File: config.mk
export PLATFORM = sky130hd
export DESIGN_NAME = regmap_addr_decode
export DESIGN_NICKNAME = d
export VERILOG_FILES = /design/src/rtl/regmap_addr_decode.sv
export SDC_FILE = /design/constraint.sdc
export NUM_CORES = 1
export LEC_CHECK = 0
export ABC_AREA = 1
export BUFFER_PORTS_ARGS = -buffer_cell sky130_fd_sc_hd__buf_2
export CORE_AREA = 2 2 39 41
export DETAILED_ROUTE_END_ITERATION = 12
export DIE_AREA = 0 0 41 43
export GPL_TIMING_DRIVEN = 0
export SLEW_MARGIN = 20
export SYNTH_ARGS = -nofsm -noshare
export SYNTH_HDL_FRONTEND = slang
export SYNTH_SLANG_ARGS = --single-unit
File: constraint.sdc
create_clock -name vclk -period 1
set_clock_uncertainty 0.2 [all_clocks]
set_input_delay 0.05 -clock vclk [all_inputs]
set_output_delay 0.05 -clock vclk [all_outputs]
set_load 0.01 [all_outputs]
File: src/rtl/regmap_addr_decode.sv
module regmap_addr_decode #(
  parameter int ADDR_W     = 8,
  parameter int ACC_W      = 32,
  parameter int WIDE_W     = 64,
  parameter int CTRL_OFF   = 'h00,
  parameter int WIDE_OFF   = 'h08,
  parameter int ARR_OFF    = 'h10,
  parameter int ARR_ROWS   = 2,
  parameter int ARR_COLS   = 2,
  parameter int ARR_STRIDE = 4,
  parameter int RO_OFF     = 'h20,
  parameter int WO_OFF     = 'h24,
  parameter int WIN_OFF    = 'h40,
  parameter int WIN_SIZE   = 'h20,
  parameter int FA_LSB     = 16,
  parameter int FA_MSB     = 47,
  parameter int FB_LSB     = 40,
  parameter int FB_MSB     = 63
) (
  input  logic                         req_i,
  input  logic [ADDR_W-1:0]            addr_i,
  input  logic                         is_wr_i,
  output logic                         sel_ctrl,
  output logic [WIDE_W/ACC_W-1:0]      sel_wide,
  output logic [ARR_ROWS*ARR_COLS-1:0] sel_arr,
  output logic                         sel_ext_ro,
  output logic                         sel_ext_wo,
  output logic                         sel_win,
  output logic                         sel_fld_a,
  output logic                         sel_fld_b,
  output logic                         is_external
);
  localparam int SUBW      = WIDE_W / ACC_W;
  localparam int ACC_BYTES = ACC_W / 8;
  localparam int ROW_STEP  = ARR_STRIDE * ARR_COLS;
  localparam int WIN_LAST  = WIN_OFF + WIN_SIZE - 1;

  function automatic logic [SUBW-1:0] span_mask(input int lsb, input int msb);
    logic [SUBW-1:0] m;
    m = '0;
    for (int k = 0; k < SUBW; k++)
      m[k] = (k >= lsb / ACC_W) && (k <= msb / ACC_W);
    return m;
  endfunction

  localparam logic [SUBW-1:0] FA_MASK = span_mask(FA_LSB, FA_MSB);
  localparam logic [SUBW-1:0] FB_MASK = span_mask(FB_LSB, FB_MSB);

  logic [ADDR_W:0] addr_x;
  assign addr_x = {1'b0, addr_i};

  assign sel_ctrl = req_i && (addr_i == ADDR_W'(CTRL_OFF));

  for (genvar k = 0; k < SUBW; k++) begin : g_sub
    assign sel_wide[k] = req_i && (addr_i == ADDR_W'(WIDE_OFF + k * ACC_BYTES));
  end

  for (genvar r = 0; r < ARR_ROWS; r++) begin : g_row
    for (genvar c = 0; c < ARR_COLS; c++) begin : g_col
      assign sel_arr[r*ARR_COLS + c] =
        req_i && (addr_i == ADDR_W'(ARR_OFF + r * ROW_STEP + c * ARR_STRIDE));
    end
  end

  assign sel_ext_ro = req_i && (addr_i == ADDR_W'(RO_OFF));
  assign sel_ext_wo = req_i && (addr_i == ADDR_W'(WO_OFF));
  assign sel_win    = req_i && (addr_x >= (ADDR_W+1)'(WIN_OFF))
                            && (addr_x <= (ADDR_W+1)'(WIN_LAST));

  assign sel_fld_a = |(sel_wide & FA_MASK);
  assign sel_fld_b = |(sel_wide & FB_MASK);

  assign is_external = sel_win
                     || (sel_ext_ro && !is_wr_i)
                     || (sel_ext_wo && is_wr_i);
endmodule

Yosys cells after proc, flatten, opt, wreduce, memory -nomap -nowiden --
Cells that the tools add are included.
Word-level totals: flip-flop bits (word level) 0, input port bits 10, output and inout bits 13, word-level logic and storage cells 28
Cells by class: magnitude comparators 2, equality and inequality tests 8, reductions and logical operators 18
Operators by type and width (count):
- $eq 8x5->1 const B | 4
- $eq 8x4->1 const B | 2
- $eq 8x6->1 const B | 2
- $logic_and 1x1->1 | 13
- $ge 8x7->1 const B | 1
- $le 8x7->1 const B | 1
- $logic_not 8->1 | 1
- $logic_or 1x1->1 | 2
- $reduce_or 2->1 | 1
- $logic_not 1->1 | 1

Depth between registers and ports, before layout --
word-level depth 5, gate-level depth with buffers 5, mapped depth without buffers 5

Worst setup path after synthesis --
OpenSTA, ideal clock, no wires.
kind input-to-output, start in addr_i[7], end out sel_wide[1], arrival time 722 ps, required time 750 ps, setup slack 28 ps, stages 4, path buffers 1, cells stage by stage nor2_2 > nand4_1 > nor2_1 > buf_4
Between the ends: word-level cells in the longest chain between the ends 2
Ends and longest elaborated chain:
- start, declared | RTL line 21 | input logic [ADDR_W-1:0] addr_i,
- $eq 8x4->1 | RTL line 55 | assign sel_wide[k] = req_i && (addr_i == ADDR_W'(WIDE_OFF + k * ACC_BYTES));
- $logic_and 1x1->1 | RTL line 55
- end, declared | RTL line 24 | output logic [WIDE_W/ACC_W-1:0] sel_wide,
No other way between the ends.

Worst setup path after layout --
start in addr_i[7], end out is_external
Between the ends: word-level cells in the longest chain between the ends 5, elaborated cells on any way between the ends 12, classes of those cells 2 x order compare; 2 x eq/ne; 8 x reduce/logical
Ends and longest elaborated chain:
- $ge 8x7->1 or $eq 8x6->1 (tied branches) | RTL line 67, 65
- $logic_and 1x1->1 (on tied branches) | RTL line 67, 65
- $logic_and 1x1->1 (on tied branches) | RTL line 68, 74
- $logic_or 1x1->1 | RTL line 74 | || (sel_ext_ro && !is_wr_i)
- $logic_or 1x1->1 (*) | RTL line 75 | || (sel_ext_wo && is_wr_i);
- end, declared | RTL line 31 | output logic is_external
Mark *: on every way between the ends. The rest lies on a longest branch, timed or not.

==> results.json <==
{
  "yosys_warnings": 0,
  "fmax_mhz": 949,
  "vias": 327,
  "period_minus_slack_ns": 1.05,
  "die_w_microns": 41,
  "place.detailed.hpwl_microns": 511,
  "netlist_area_sq_um": 190,
  "synth_top_family_by_area": "simple AND/OR/NAND/NOR gates",
  "drc": 0,
  "relSlewSlack_pct": 85.4,
  "n_clock_buffer": 0,
  "grt_pass1_vias": 266,
  "drv_cap": 0,
  "failed_checks": "negative setup slack",
  "overflow": 0,
  "nFillCells": 163,
  "slowest_stage": "buf_2",
  "hold_buffers": 0,
  "via_per_inst": 3.99,
  "top_layer_used": "met3",
  "drive_gt1_share_pct": 60.6,
  "grt_max_degree": 5,
  "dp_cells": 79,
  "syn-mean-instance-area_sq_um": 4.75,
  "path_max_fanout": 3,
  "finalSetupViolations": 8,
  "synth-seq-area-share_pct": 0,
  "diodes": 0,
  "worst_slew_pin_slew_ns": 0.218,
  "start_util_pct": 13.7,
  "gp_congestion": 0.652,
  "multiInputGateArea_sq_um": 170,
  "rsz0062_at_grt": "true",
  "numPortBuffers": 23,
  "routed_wl_microns": 665,
  "routedWlPerCell_microns": 8.11,
  "wl_met1_microns": 279,
  "crit_type": "input port to output port",
  "ys_types": 11,
  "wl_met2_microns": 314,
  "area_growth_pct": 110,
  "rows": 14,
  "seq_area_sq_um": 0,
  "endpoint_kind": "output port",
  "core_area_sq_mm": 0.00138,
  "synth-xor-area-share_pct": 0,
  "nets": 78,
  "worstPathRequired_ns": 0.75,
  "leakage_nw": 0.219,
  "grt_pass1_wl_microns": 979,
  "nFlopsAndLatches": 0,
  "start_kind": "input port",
  "die_y_microns": 43,
  "antenna_found_initial": 0,
  "dp_worst_setup_slack_ns": -0.189,
  "synthAdderAreaFrac_pct": 0,
  "tns_ns": -0.226,
  "synth-simple-area-share_pct": 71.7,
  "p_total_mw": 0.0874,
  "instances_no_fill": 82,
  "ir_drop_mv": 0.0948,
  "layout_commonest_cell": "buf_2",
  "die-area_sq_mm": 0.00176,
  "antenna_left": 0,
  "dr.first_iter.drc_count": 6,
  "synth_compound_area_share_pct": 2.63,
  "powerDensity_mw_per_mm2": 219,
  "cp_cell_sequence": "buf_8 > nor2_4 > buf_4 > nand2_2 > nor2_4 > nand3_1 > nand3_1 > buf_2",
  "period_share_pct": 105,
  "most-common-layout-cells": "buf_2, inv_1, nor2_1",
  "hold_violations": 0,
  "fin_ws_ns": -0.0541,
  "syn_nets": 50,
  "crit_arrival_ns": 0.80,
  "wl_met3_microns": 71,
  "track_usage_pct": 7.49,
  "finalMaxSlewViolations": 0,
  "synth_mux_area_share_pct": 0,
  "dr.pass1.iters": 4,
  "max_stage_delay_ns": 0.12,
  "holdCritPathClass": "input port to output port",
  "ioPinCount": 23,
  "syn_inst": 40,
  "status": "complete, but fails checks"
}
==> final timing paths <==
kind,cells after the start,to,start
worst max-delay path,8,is_external,addr_i[7]
worst min-delay path,4,sel_win,addr_i[6]
==> worst max-delay path: cells and delay by family <==
kind / cells / cell delay, ns
AND/OR/NAND/NOR: 5 / 0.43
buffers and inverters: 3 / 0.33
==> cell type report <==
cell class	instances	share of cell area [%]
multi-input cells	28	42.6
repair buffers	26	40.1
well taps	16	5.02
inverters	11	10.3
plain buffers	1	1.88
==> through the flow <==
stage,utilization [%],hold slack (ns),instance area (sq um)
floorplan,-,0.0385,190
global placement,23.5,0.247,325
detailed placement,23.5,0.243,325
CTS,27.5,0.241,380
global route,28.8,0.273,399
finish,28.8,0.237,399
==> Yosys cell counts, drive strengths merged <==
master | instances | area, sq um
buf | 1 | 7.51
nand3 | 6 | 30.0
nand4 | 2 | 12.5
a21oi | 1 | 5.00
nand2 | 4 | 17.5
nor2 | 15 | 76.3
inv | 11 | 41.3
==> power by group <==
| part | internal (mW) | switching, mW | leakage, nW |
|---|---|---|---|
| combinational | 0.0400 | 0.0474 | 0.219 |
| clock | 0 | 0 | 0 |
| sequential | 0 | 0 | 0 |
==> what timing repair did <==
action | 4_1_cts | 5_1_grt
buffers inserted | 3 | 0
setup endpoints to repair | 11 | 12
pin swaps | 7 | 3
gates resized for setup | 8 | 5
==> routing by layer <==
metal | GRT usage [%] | vias to the layer above
li1 | - | 171
met3 | 0 | 0
met5 | 0 | -
met1 | 8.86 | 137
met4 | 0 | 0
met2 | 14.7 | 19
==> kinds of logic after synthesis <==
group,after synthesis
AO/OA/AOI/OAI,1
AND/OR/NAND/NOR,27
buffers and inverters,12
No activity file was read; power rests on OpenSTA's default activity.
